===== config.mk =====
export PLATFORM = sky130hd
export DESIGN_NAME = ccd_seq
export DESIGN_NICKNAME = d
export VERILOG_FILES = /design/src/rtl/ccd_seq_pkg.sv /design/src/rtl/ccd_par_gen.sv /design/src/rtl/ccd_ser_gen.sv /design/src/rtl/ccd_seq.sv
export SDC_FILE = /design/constraint.sdc
export NUM_CORES = 1
export LEC_CHECK = 0
export CAP_MARGIN = 20
export CORE_UTILIZATION = 56
export CTS_CLUSTER_SIZE = 14
export DETAILED_ROUTE_END_ITERATION = 7
export PLACE_DENSITY = 0.81
export SYNTH_ARGS = -nofsm -noshare
export SYNTH_HDL_FRONTEND = slang
export SYNTH_SLANG_ARGS = --single-unit

===== constraint.sdc =====
create_clock -name clk -period 2.8 [get_ports clk]
set_clock_uncertainty 0.2 [all_clocks]
set_input_delay 0.28 -clock clk [delete_from_list [all_inputs] [get_ports clk]]
set_output_delay 0.28 -clock clk [all_outputs]
set_load 0.01 [all_outputs]

===== src/rtl/ccd_seq_pkg.sv =====
package ccd_seq_pkg;

    typedef enum logic [2:0] {
        ST_IDLE,
        ST_DUMP,
        ST_FLUSH,
        ST_XFER,
        ST_PIX,
        ST_FIN
    } ctl_st_e;

    localparam logic [1:0] OP_NONE  = 2'b00;
    localparam logic [1:0] OP_ERASE = 2'b01;
    localparam logic [1:0] OP_SKIP  = 2'b10;
    localparam logic [1:0] OP_READ  = 2'b11;

    localparam int unsigned PAR_STEPS = 6;
    localparam int unsigned SER_STEPS = 4;

endpackage


===== src/rtl/ccd_par_gen.sv =====
module ccd_par_gen #(
    parameter int unsigned ROW_W   = 10,
    parameter int unsigned DWELL_W = 4
) (
    input  logic               clk,
    input  logic               rst,
    input  logic               start_i,
    input  logic [ROW_W-1:0]   rows_i,
    input  logic [DWELL_W-1:0] dwell_i,
    output logic [2:0]         ph_o,
    output logic               fin_o
);
    import ccd_seq_pkg::*;

    localparam int unsigned STEP_W = $clog2(PAR_STEPS);
    localparam logic [STEP_W-1:0] LAST_STEP = STEP_W'(PAR_STEPS - 1);

    typedef struct packed {
        logic               active;
        logic [STEP_W-1:0]  step;
        logic [DWELL_W-1:0] tick;
        logic [ROW_W-1:0]   left;
    } par_s;

    par_s q, d;
    logic step_end;

    always_comb begin
        d        = q;
        step_end = q.active && (q.tick == dwell_i);
        fin_o    = step_end && (q.step == LAST_STEP) && (q.left == ROW_W'(1));
        if (start_i) begin
            d.active = 1'b1;
            d.step   = '0;
            d.tick   = '0;
            d.left   = rows_i;
        end else if (q.active) begin
            if (step_end) begin
                d.tick = '0;
                if (q.step == LAST_STEP) begin
                    d.step = '0;
                    if (q.left == ROW_W'(1)) begin
                        d.active = 1'b0;
                    end else begin
                        d.left = q.left - ROW_W'(1);
                    end
                end else begin
                    d.step = q.step + STEP_W'(1);
                end
            end else begin
                d.tick = q.tick + DWELL_W'(1);
            end
        end
        // even steps drive one phase, odd steps are the non-overlap gaps
        ph_o = (q.active && !q.step[0]) ? 3'(3'b001 << q.step[STEP_W-1:1]) : 3'b000;
    end

    always_ff @(posedge clk) begin
        if (rst) q <= '0;
        else     q <= d;
    end

endmodule


===== src/rtl/ccd_ser_gen.sv =====
module ccd_ser_gen #(
    parameter int unsigned CNT_W = 11
) (
    input  logic             clk,
    input  logic             rst,
    input  logic             start_i,
    input  logic [CNT_W-1:0] count_i,
    output logic [2:0]       ph_o,
    output logic             sum_o,
    output logic             rg_o,
    output logic             strobe_o,
    output logic             fin_o
);
    import ccd_seq_pkg::*;

    localparam int unsigned TICK_W = $clog2(SER_STEPS);
    localparam logic [TICK_W-1:0] LAST_TICK = TICK_W'(SER_STEPS - 1);

    typedef struct packed {
        logic              active;
        logic [TICK_W-1:0] tick;
        logic [CNT_W-1:0]  left;
    } ser_s;

    ser_s q, d;

    always_comb begin
        d     = q;
        fin_o = q.active && (q.tick == LAST_TICK) && (q.left == CNT_W'(1));
        if (start_i) begin
            d.active = 1'b1;
            d.tick   = '0;
            d.left   = count_i;
        end else if (q.active) begin
            d.tick = q.tick + TICK_W'(1);
            if (q.tick == LAST_TICK) begin
                if (q.left == CNT_W'(1)) d.active = 1'b0;
                else                     d.left   = q.left - CNT_W'(1);
            end
        end

        ph_o     = 3'b000;
        sum_o    = 1'b0;
        rg_o     = 1'b0;
        strobe_o = 1'b0;
        if (q.active) begin
            case (q.tick)
                TICK_W'(0): begin ph_o = 3'b001; sum_o = 1'b1; rg_o = 1'b1; end
                TICK_W'(1): begin ph_o = 3'b010; sum_o = 1'b1; end
                TICK_W'(2): begin ph_o = 3'b100; sum_o = 1'b0; end
                default:    begin ph_o = 3'b001; sum_o = 1'b1; strobe_o = 1'b1; end
            endcase
        end
    end

    always_ff @(posedge clk) begin
        if (rst) q <= '0;
        else     q <= d;
    end

endmodule


===== src/rtl/ccd_seq.sv =====
module ccd_seq #(
    parameter int unsigned ROW_W      = 10,
    parameter int unsigned PIX_W      = 10,
    parameter int unsigned OVS_W      = 6,
    parameter int unsigned DWELL_W    = 4,
    parameter int unsigned ARRAY_ROWS = 48
) (
    input  logic               clk,
    input  logic               rst,
    input  logic               cmd_valid,
    input  logic [1:0]         cmd_mode,
    input  logic [ROW_W-1:0]   cmd_rows,
    input  logic [PIX_W-1:0]   cmd_pix,
    input  logic [OVS_W-1:0]   cmd_ovs,
    input  logic               cfg_discard,
    input  logic [DWELL_W-1:0] dwell,
    output logic               busy,
    output logic               done,
    output logic [2:0]         par_ph,
    output logic [2:0]         ser_ph,
    output logic               sum_well,
    output logic               rst_gate,
    output logic               pix_valid
);
    import ccd_seq_pkg::*;

    localparam int unsigned CNT_W = ((PIX_W > OVS_W) ? PIX_W : OVS_W) + 1;
    localparam logic [ROW_W-1:0] FULL_ROWS = ROW_W'(ARRAY_ROWS);

    typedef struct packed {
        ctl_st_e          st;
        logic [ROW_W-1:0] rows_left;
        logic [CNT_W-1:0] npix;
        logic             arm;
        logic             drop_pend;
    } ctl_s;

    ctl_s q, d;

    logic             par_start, par_fin;
    logic [ROW_W-1:0] par_rows;
    logic [2:0]       par_ph_w;
    logic             ser_start, ser_fin, ser_sum, ser_rg, ser_strobe;
    logic [2:0]       ser_ph_w;
    logic [CNT_W-1:0] cmd_npix;
    logic             in_dump, in_flush;

    assign cmd_npix = CNT_W'(cmd_pix) + CNT_W'(cmd_ovs);

    always_comb begin
        d         = q;
        par_start = 1'b0;
        par_rows  = ROW_W'(1);
        ser_start = 1'b0;
        case (q.st)
            ST_IDLE: begin
                if (cmd_valid) begin
                    d.npix = cmd_npix;
                    case (cmd_mode)
                        OP_ERASE: begin
                            d.st      = ST_DUMP;
                            d.arm     = cfg_discard;
                            par_start = 1'b1;
                            par_rows  = FULL_ROWS;
                        end
                        OP_SKIP: begin
                            if (cmd_rows == '0) begin
                                d.st = ST_FIN;
                            end else begin
                                d.st      = ST_DUMP;
                                d.arm     = cfg_discard;
                                par_start = 1'b1;
                                par_rows  = cmd_rows;
                            end
                        end
                        OP_READ: begin
                            if (cmd_rows == '0) begin
                                d.st = ST_FIN;
                            end else begin
                                d.st        = ST_XFER;
                                d.rows_left = cmd_rows;
                                par_start   = 1'b1;
                            end
                        end
                        default: d = q;
                    endcase
                end
            end
            ST_DUMP: begin
                if (par_fin) begin
                    if (q.npix == '0) begin
                        d.st        = ST_FIN;
                        d.drop_pend = q.arm;
                    end else begin
                        d.st      = ST_FLUSH;
                        ser_start = 1'b1;
                    end
                end
            end
            ST_FLUSH: begin
                if (ser_fin) begin
                    d.st        = ST_FIN;
                    d.drop_pend = q.arm;
                end
            end
            ST_XFER, ST_PIX: begin
                if (q.st == ST_XFER && par_fin && q.npix != '0) begin
                    d.st      = ST_PIX;
                    ser_start = 1'b1;
                end else if ((q.st == ST_XFER && par_fin) || (q.st == ST_PIX && ser_fin)) begin
                    d.drop_pend = 1'b0;
                    if (q.rows_left == ROW_W'(1)) begin
                        d.st = ST_FIN;
                    end else begin
                        d.st        = ST_XFER;
                        d.rows_left = q.rows_left - ROW_W'(1);
                        par_start   = 1'b1;
                    end
                end
            end
            default: d.st = ST_IDLE;
        endcase
    end

    always_ff @(posedge clk) begin
        if (rst) q <= '{st: ST_IDLE, rows_left: '0, npix: '0, arm: 1'b0, drop_pend: 1'b0};
        else     q <= d;
    end

    ccd_par_gen #(.ROW_W(ROW_W), .DWELL_W(DWELL_W)) u_par (
        .clk     (clk),
        .rst     (rst),
        .start_i (par_start),
        .rows_i  (par_rows),
        .dwell_i (dwell),
        .ph_o    (par_ph_w),
        .fin_o   (par_fin)
    );

    ccd_ser_gen #(.CNT_W(CNT_W)) u_ser (
        .clk      (clk),
        .rst      (rst),
        .start_i  (ser_start),
        .count_i  (q.npix),
        .ph_o     (ser_ph_w),
        .sum_o    (ser_sum),
        .rg_o     (ser_rg),
        .strobe_o (ser_strobe),
        .fin_o    (ser_fin)
    );

    assign in_dump  = (q.st == ST_DUMP);
    assign in_flush = (q.st == ST_FLUSH);
    assign busy     = (q.st != ST_IDLE);
    assign done     = (q.st == ST_FIN);

    always_comb begin
        par_ph    = 3'b000;
        ser_ph    = 3'b000;
        sum_well  = 1'b0;
        rst_gate  = 1'b1;
        pix_valid = 1'b0;
        case (q.st)
            ST_DUMP: begin
                par_ph   = par_ph_w;
                ser_ph   = 3'b111;
                sum_well = 1'b1;
            end
            ST_XFER: begin
                par_ph   = par_ph_w;
                rst_gate = 1'b0;
            end
            ST_FLUSH, ST_PIX: begin
                ser_ph    = ser_ph_w;
                sum_well  = ser_sum;
                rst_gate  = ser_rg;
                pix_valid = (q.st == ST_PIX) && ser_strobe && !q.drop_pend;
            end
            default: ;
        endcase
    end

endmodule


==> impl_metrics.json, run 1 <==
{
  "run_status": "finished with violations",
  "violations": "design-rule violations",
  "clk_pin_slew_ps": 70,
  "nets": 592,
  "cts_tree": "yes",
  "synthFlopType": "dfxtp_1",
  "hold_path_class": "register to register",
  "num_io_pins": 47,
  "dp_slack_ps": -83.6,
  "min_from": "q[22]$_SDFFE_PP0P_",
  "critPathBufInv": 1,
  "crit_arrival_ps": 2800,
  "synth-edff-count": 0,
  "syn_inst": 471,
  "antenna_found_initial": 0,
  "fp-row-count": 29,
  "fin_crit_ps": 2710,
  "via_count": 3645,
  "grt_max_degree": 27,
  "total_power_mw": 2.78,
  "wl_um": 9150,
  "dieWidth_um": 84.6,
  "dpl.hpwl_um": 6700,
  "cap_violations": 0,
  "first_iter_violations": 198,
  "slowest_stage": "or4b_4",
  "first_pass_iters": 7,
  "rr_endpoint": "q[0]$_SDFFE_PP0P_",
  "routedWlPerCell_um": 14.9,
  "port_buffers": 46,
  "syn-cell-area_mm2": 0.00382,
  "h-tree-depth": 3,
  "worstPathMaxFanout": 3,
  "overflow": 0,
  "grt_use_total": 0.269,
  "cts.sinks": 58,
  "core_mm2": 0.00646,
  "critical-path-top-delay-family": "simple AND/OR/NAND/NOR gates",
  "worst_pin_slew_ps": 428,
  "p_leak_nw": 1.82,
  "worstSetupStartpointType": "register",
  "area_growth_pct": 22.1,
  "clockBufferDepth": 2,
  "clock-root-buffer": "clkbuf_8",
  "hold_path_depth": 2,
  "antenna_cells": 0,
  "place_congestion": 0.844,
  "grt_pass1_vias": 3414,
  "fin_ws_ps": 86.6,
  "async_flop_share": 0,
  "hold_viol_final": 0,
  "finalCritPeriodShare": 0.969,
  "r2r_cells": 9,
  "required_ps": 2890,
  "whs_endpoint": "q[22]$_SDFFE_PP0P_",
  "layout_common_cells": "dfxtp_1 (56), nor2_1 (48), clkdlybuf4s50_1 (46), nand2_1 (44), buf_4 (31)",
  "clk_latency_ps": 350,
  "yosys_warnings": 0,
  "die_h_um": 84.6,
  "ys_top_cells_by_area": "dfxtp_1 (30%), ha_1 (6.9%), nor2_1 (4.8%), nand2_1 (4.3%), a21oi_1 (3.9%)",
  "rrSetupSlack_ps": 90,
  "drv_slew": 0,
  "relSlewSlack": 0.707,
  "yosysUniqueCellTypes": 65,
  "power.density_mw_per_mm2": 597,
  "ir_worst_vdd_mv": 0.336,
  "path_cells": "inv_1 > ha_1 > or4b_4 > nor4_4 > nand4_1 > a22o_1 > a21o_1 > or3_1 > a21oi_1",
  "regToRegStartpoint": "u_ser.q[1]$_SDFFE_PP0P_",
  "rsz0062_at_grt": "yes",
  "drive_above_1_share": 0.119,
  "synth_seq_cells": 58,
  "cts_hold_buf": 0,
  "drcViolationCount": 4,
  "yosysSeqAreaShare": 0.304,
  "cts_made_buffers": 9,
  "path_class": "register to register",
  "grt_pass1_wl_um": 15600,
  "ant_nets": 0,
  "setup_violations": 0,
  "synth_top_area_cell": "dfxtp_1",
  "syn_area_per_cell_um2": 8.11,
  "fmax_ghz": 0.369,
  "dieArea_mm2": 0.00716,
  "synth_top_area_frac": 0.304,
  "final_common_cell": "dfxtp_1",
  "viasPerCell": 5.94,
  "synth_fp_nets": 529,
  "crit_path_end_kind": "register",
  "critPathMaxStageDelay_ps": 480,
  "initial_core_util": 0.591
}
## timing repair
item	in CTS	in global routing
hold endpoints to repair	0	0
buffers inserted	2	1
setup endpoints to repair	10	29
gates resized for setup	0	7
pin swaps	2	1
## sequential cells by signal, indices dropped and copies added (netlist names)
register  count
q            26
u_par.q      18
u_ser.q      14
## power by group
group	total [mW]	internal (mW)	switching [mW]	leakage, nW
clock	0.771	0.446	0.325	0.101
sequential	1.00	0.908	0.0965	0.471
combinational	1.01	0.457	0.550	1.25
## worst min-delay path, delay by kind of cell, from the launching register on
family             cells  cell delay [ps]
DFF                    1              300
AOI/OAI and AO/OA      2              120
## area by class of cell
class	instances	area (µm²)
fill	502	1800
timing repair buffer	78	713
clock inverter	3	40.0
inverter	19	71.3
clock buffer	11	151
sequential	58	1160
multi-input combinational	368	2430
tap	77	96.3
## through the flow
stage               setup TNS, ps  instance area, µm²  hold WS [ps]  cells   util
finish                          0                4660           268    614  0.722
global route                -26.2                4660           291    614  0.722
floorplan                       0                3820           197    471      -
detailed placement           -362                4430           261    597  0.685
CTS                             0                4630           268    613  0.717
global placement                0                4430           256    597  0.685
## routing by layer
layer	routed length (µm)	GRT usage
met3	397	0.0344
met5	0	0
met1	4260	0.357
met2	4340	0.441
met4	150	0.114
## how the worst max path moves through the flow
stage	end	slack, ps	start	cells after the start
floorplan	q[0]$_SDFFE_PP0P_	180	u_ser.q[1]$_SDFFE_PP0P_	9
global placement	u_par.q[12]$_SDFFE_PP0P_	20	cmd_rows[5]	9
detailed placement	q[15]$_SDFFE_PP0P_	-80	u_ser.q[1]$_SDFFE_PP0P_	10
CTS	q[15]$_SDFFE_PP0P_	10	u_ser.q[1]$_SDFFE_PP0P_	10
global route	q[20]$_SDFFE_PP0P_	-20	u_ser.q[1]$_SDFFE_PP0P_	10
finish	q[0]$_SDFFE_PP0P_	90	u_ser.q[1]$_SDFFE_PP0P_	9
## cell usage after synthesis (all sizes together) (3+ instances only)
cell	count
dfxtp	58
nor2	49
nand2	44
a21oi	30
o21ai	22
ha	21
inv	19
nand3	19
nor3	19
clkbuf	18
xor2	17
a211oi	15
xnor2	15
nand3b	10
a21o	9
nand2b	9
nand4	7
nor4	7
buf	6
and3	5
mux2i	5
o2bb2ai	5
a311oi	4
nor2b	4
o211ai	4
o31ai	4
or3	4
or4	4
a31oi	3
nor3b	3
o22ai	3
or2	3
## cell families after synthesis
logic type / Yosys count / synth area share
AOI/OAI and AO/OA: 112 / 0.194
xor gates and xnor gates: 32 / 0.0734
adders and majority gates: 22 / 0.0740
buffers and inverters: 45 / 0.0662
DFF: 58 / 0.304
muxes: 6 / 0.0161
and+or+nand+nor: 196 / 0.273
(Power assumes the default switching activity.)
==> run 2, diff against run 1 <==
CORE_UTILIZATION = 35   (was 56)
PLACE_DENSITY = 0.55   (was 0.81)
SKIP_CTS_REPAIR_TIMING = 1   (was unset)
==> impl_metrics.json, run 2 (synthesized netlist as in run 1, its figures left out) <==
{
  "dp.cells": 670,
  "rsz0062_at_grt": "no",
  "first_iter_violations": 139,
  "via_count": 3505,
  "drcViolationCount": 0,
  "cts.sinks": 58,
  "worstSetupStartpointType": "register",
  "fin_setup_tns_ps": 0,
  "grt_pass1_wl_um": 16100,
  "port_buffers": 46,
  "drv_slew": 0,
  "area_growth_pct": 25.9,
  "fp-row-count": 37,
  "grt_pass1_vias": 3360,
  "cts_made_buffers": 9,
  "nets": 604,
  "fin_cells": 686,
  "setup_violations": 0,
  "stdcell_area_mm2": 0.00481,
  "num_io_pins": 47,
  "path_class": "register to primary output",
  "postPlaceCellArea_mm2": 0.00460,
  "cts_tree": "yes",
  "clockBufferDepth": 2,
  "fin_crit_ps": 2680,
  "finalCritPeriodShare": 0.959,
  "place_congestion": 0.820,
  "fill_cells": 1046,
  "final_common_cell": "dfxtp_1",
  "hold_viol_final": 0,
  "first_pass_iters": 4,
  "run_status": "completed",
  "grt_use_total": 0.179,
  "core_mm2": 0.0105,
  "dieWidth_um": 106,
  "h-tree-depth": 3,
  "worst_pin_slew_ps": 496,
  "initial_core_util": 0.365,
  "ant_nets": 0,
  "clk_latency_ps": 350,
  "dpl.hpwl_um": 7220,
  "power.density_mw_per_mm2": 562,
  "antenna_found_initial": 0,
  "reg_top3": "q x26, u_par.q x18, u_ser.q x14",
  "seq_area_mm2": 0.00116,
  "relSlewSlack": 0.667,
  "cap_violations": 0,
  "largest_reg_flops": 26,
  "required_ps": 2320,
  "fmax_ghz": 0.372,
  "overflow": 0,
  "grt_max_degree": 26,
  "clock-root-buffer": "clkbuf_8",
  "viasPerCell": 5.11,
  "crit_arrival_ps": 2200,
  "regMostFlops": "q",
  "routedWlPerCell_um": 13.7,
  "multiInputGateArea_mm2": 0.00243,
  "hold_path_class": "register to register",
  "p_leak_nw": 1.88,
  "drive_above_1_share": 0.140,
  "worstPathMaxFanout": 10,
  "layout_common_cells": "dfxtp_1 (56), nor2_1 (49), clkdlybuf4s50_1 (46), nand2_1 (44), buf_4 (43)",
  "crit_path_end_kind": "primary output",
  "die_h_um": 106,
  "antenna_cells": 0,
  "dieArea_mm2": 0.0113,
  "ir_worst_vdd_mv": 0.197,
  "wl_um": 9410,
  "clk_pin_slew_ps": 70
}
==> run 2: layout make-up <==
| type | instances | area share |
|---|---|---|
| Multi-Input combinational cell | 368 | 0.505 |
| Inverter | 19 | 0.0148 |
| Clock buffer | 12 | 0.0323 |
| Sequential cell | 58 | 0.242 |
| Clock inverter | 3 | 0.00312 |
| Timing Repair Buffer | 90 | 0.167 |
| Tap cell | 136 | 0.0354 |
==> run 2: layer usage <==
| layer | share of wire | GRT usage | vias to the layer above |
|---|---|---|---|
| met2 | 0.44 | 0.270 | 67 |
| li1 | - | - | 1843 |
| met3 | 0.040 | 0.0356 | 11 |
| met5 | 0 | 0 | - |
| met1 | 0.51 | 0.250 | 1584 |
| met4 | 0.014 | 0.0675 | 0 |
==> run 2: worst max-delay path, stage by stage, from the launching register on <==
cell and delay (ps):
dfxtp_1 470, or3b_2 530, nor3_1 270, clkdlybuf4s50_1 590
==> run 2: power breakdown <==
group / internal [mW] / leakage, nW / switching (mW)
clock network: 0.360 / 0.0920 / 0.327
registers: 0.909 / 0.471 / 0.0968
logic: 0.458 / 1.32 / 0.550
==> run 2: final timing paths <==
check	startpoint	endpoint	depth (start not counted)	slack, ps
worst max-delay path	q[25]$_SDFFE_PP0P_	pix_valid	3	120
worst min-delay path	q[12]$_SDFFE_PP0P_	q[12]$_SDFFE_PP0P_	2	270
worst max register to register	u_ser.q[5]$_SDFFE_PP0P_	q[0]$_SDFFE_PP0P_	8	160
worst min register to register	q[12]$_SDFFE_PP0P_	q[12]$_SDFFE_PP0P_	2	270
==> run 2: metrics by stage <==
stage               hold WS [ps]  setup slack [ps]  power, mW  utilization
detailed placement           263             -46.1       2.01        0.440
CTS                          272             -43.9       2.71        0.456
global route                 305              8.46       2.90        0.460
global placement             263              9.30       2.01        0.440
floorplan                    197               180       1.66            -
finish                       269               115       2.70        0.460
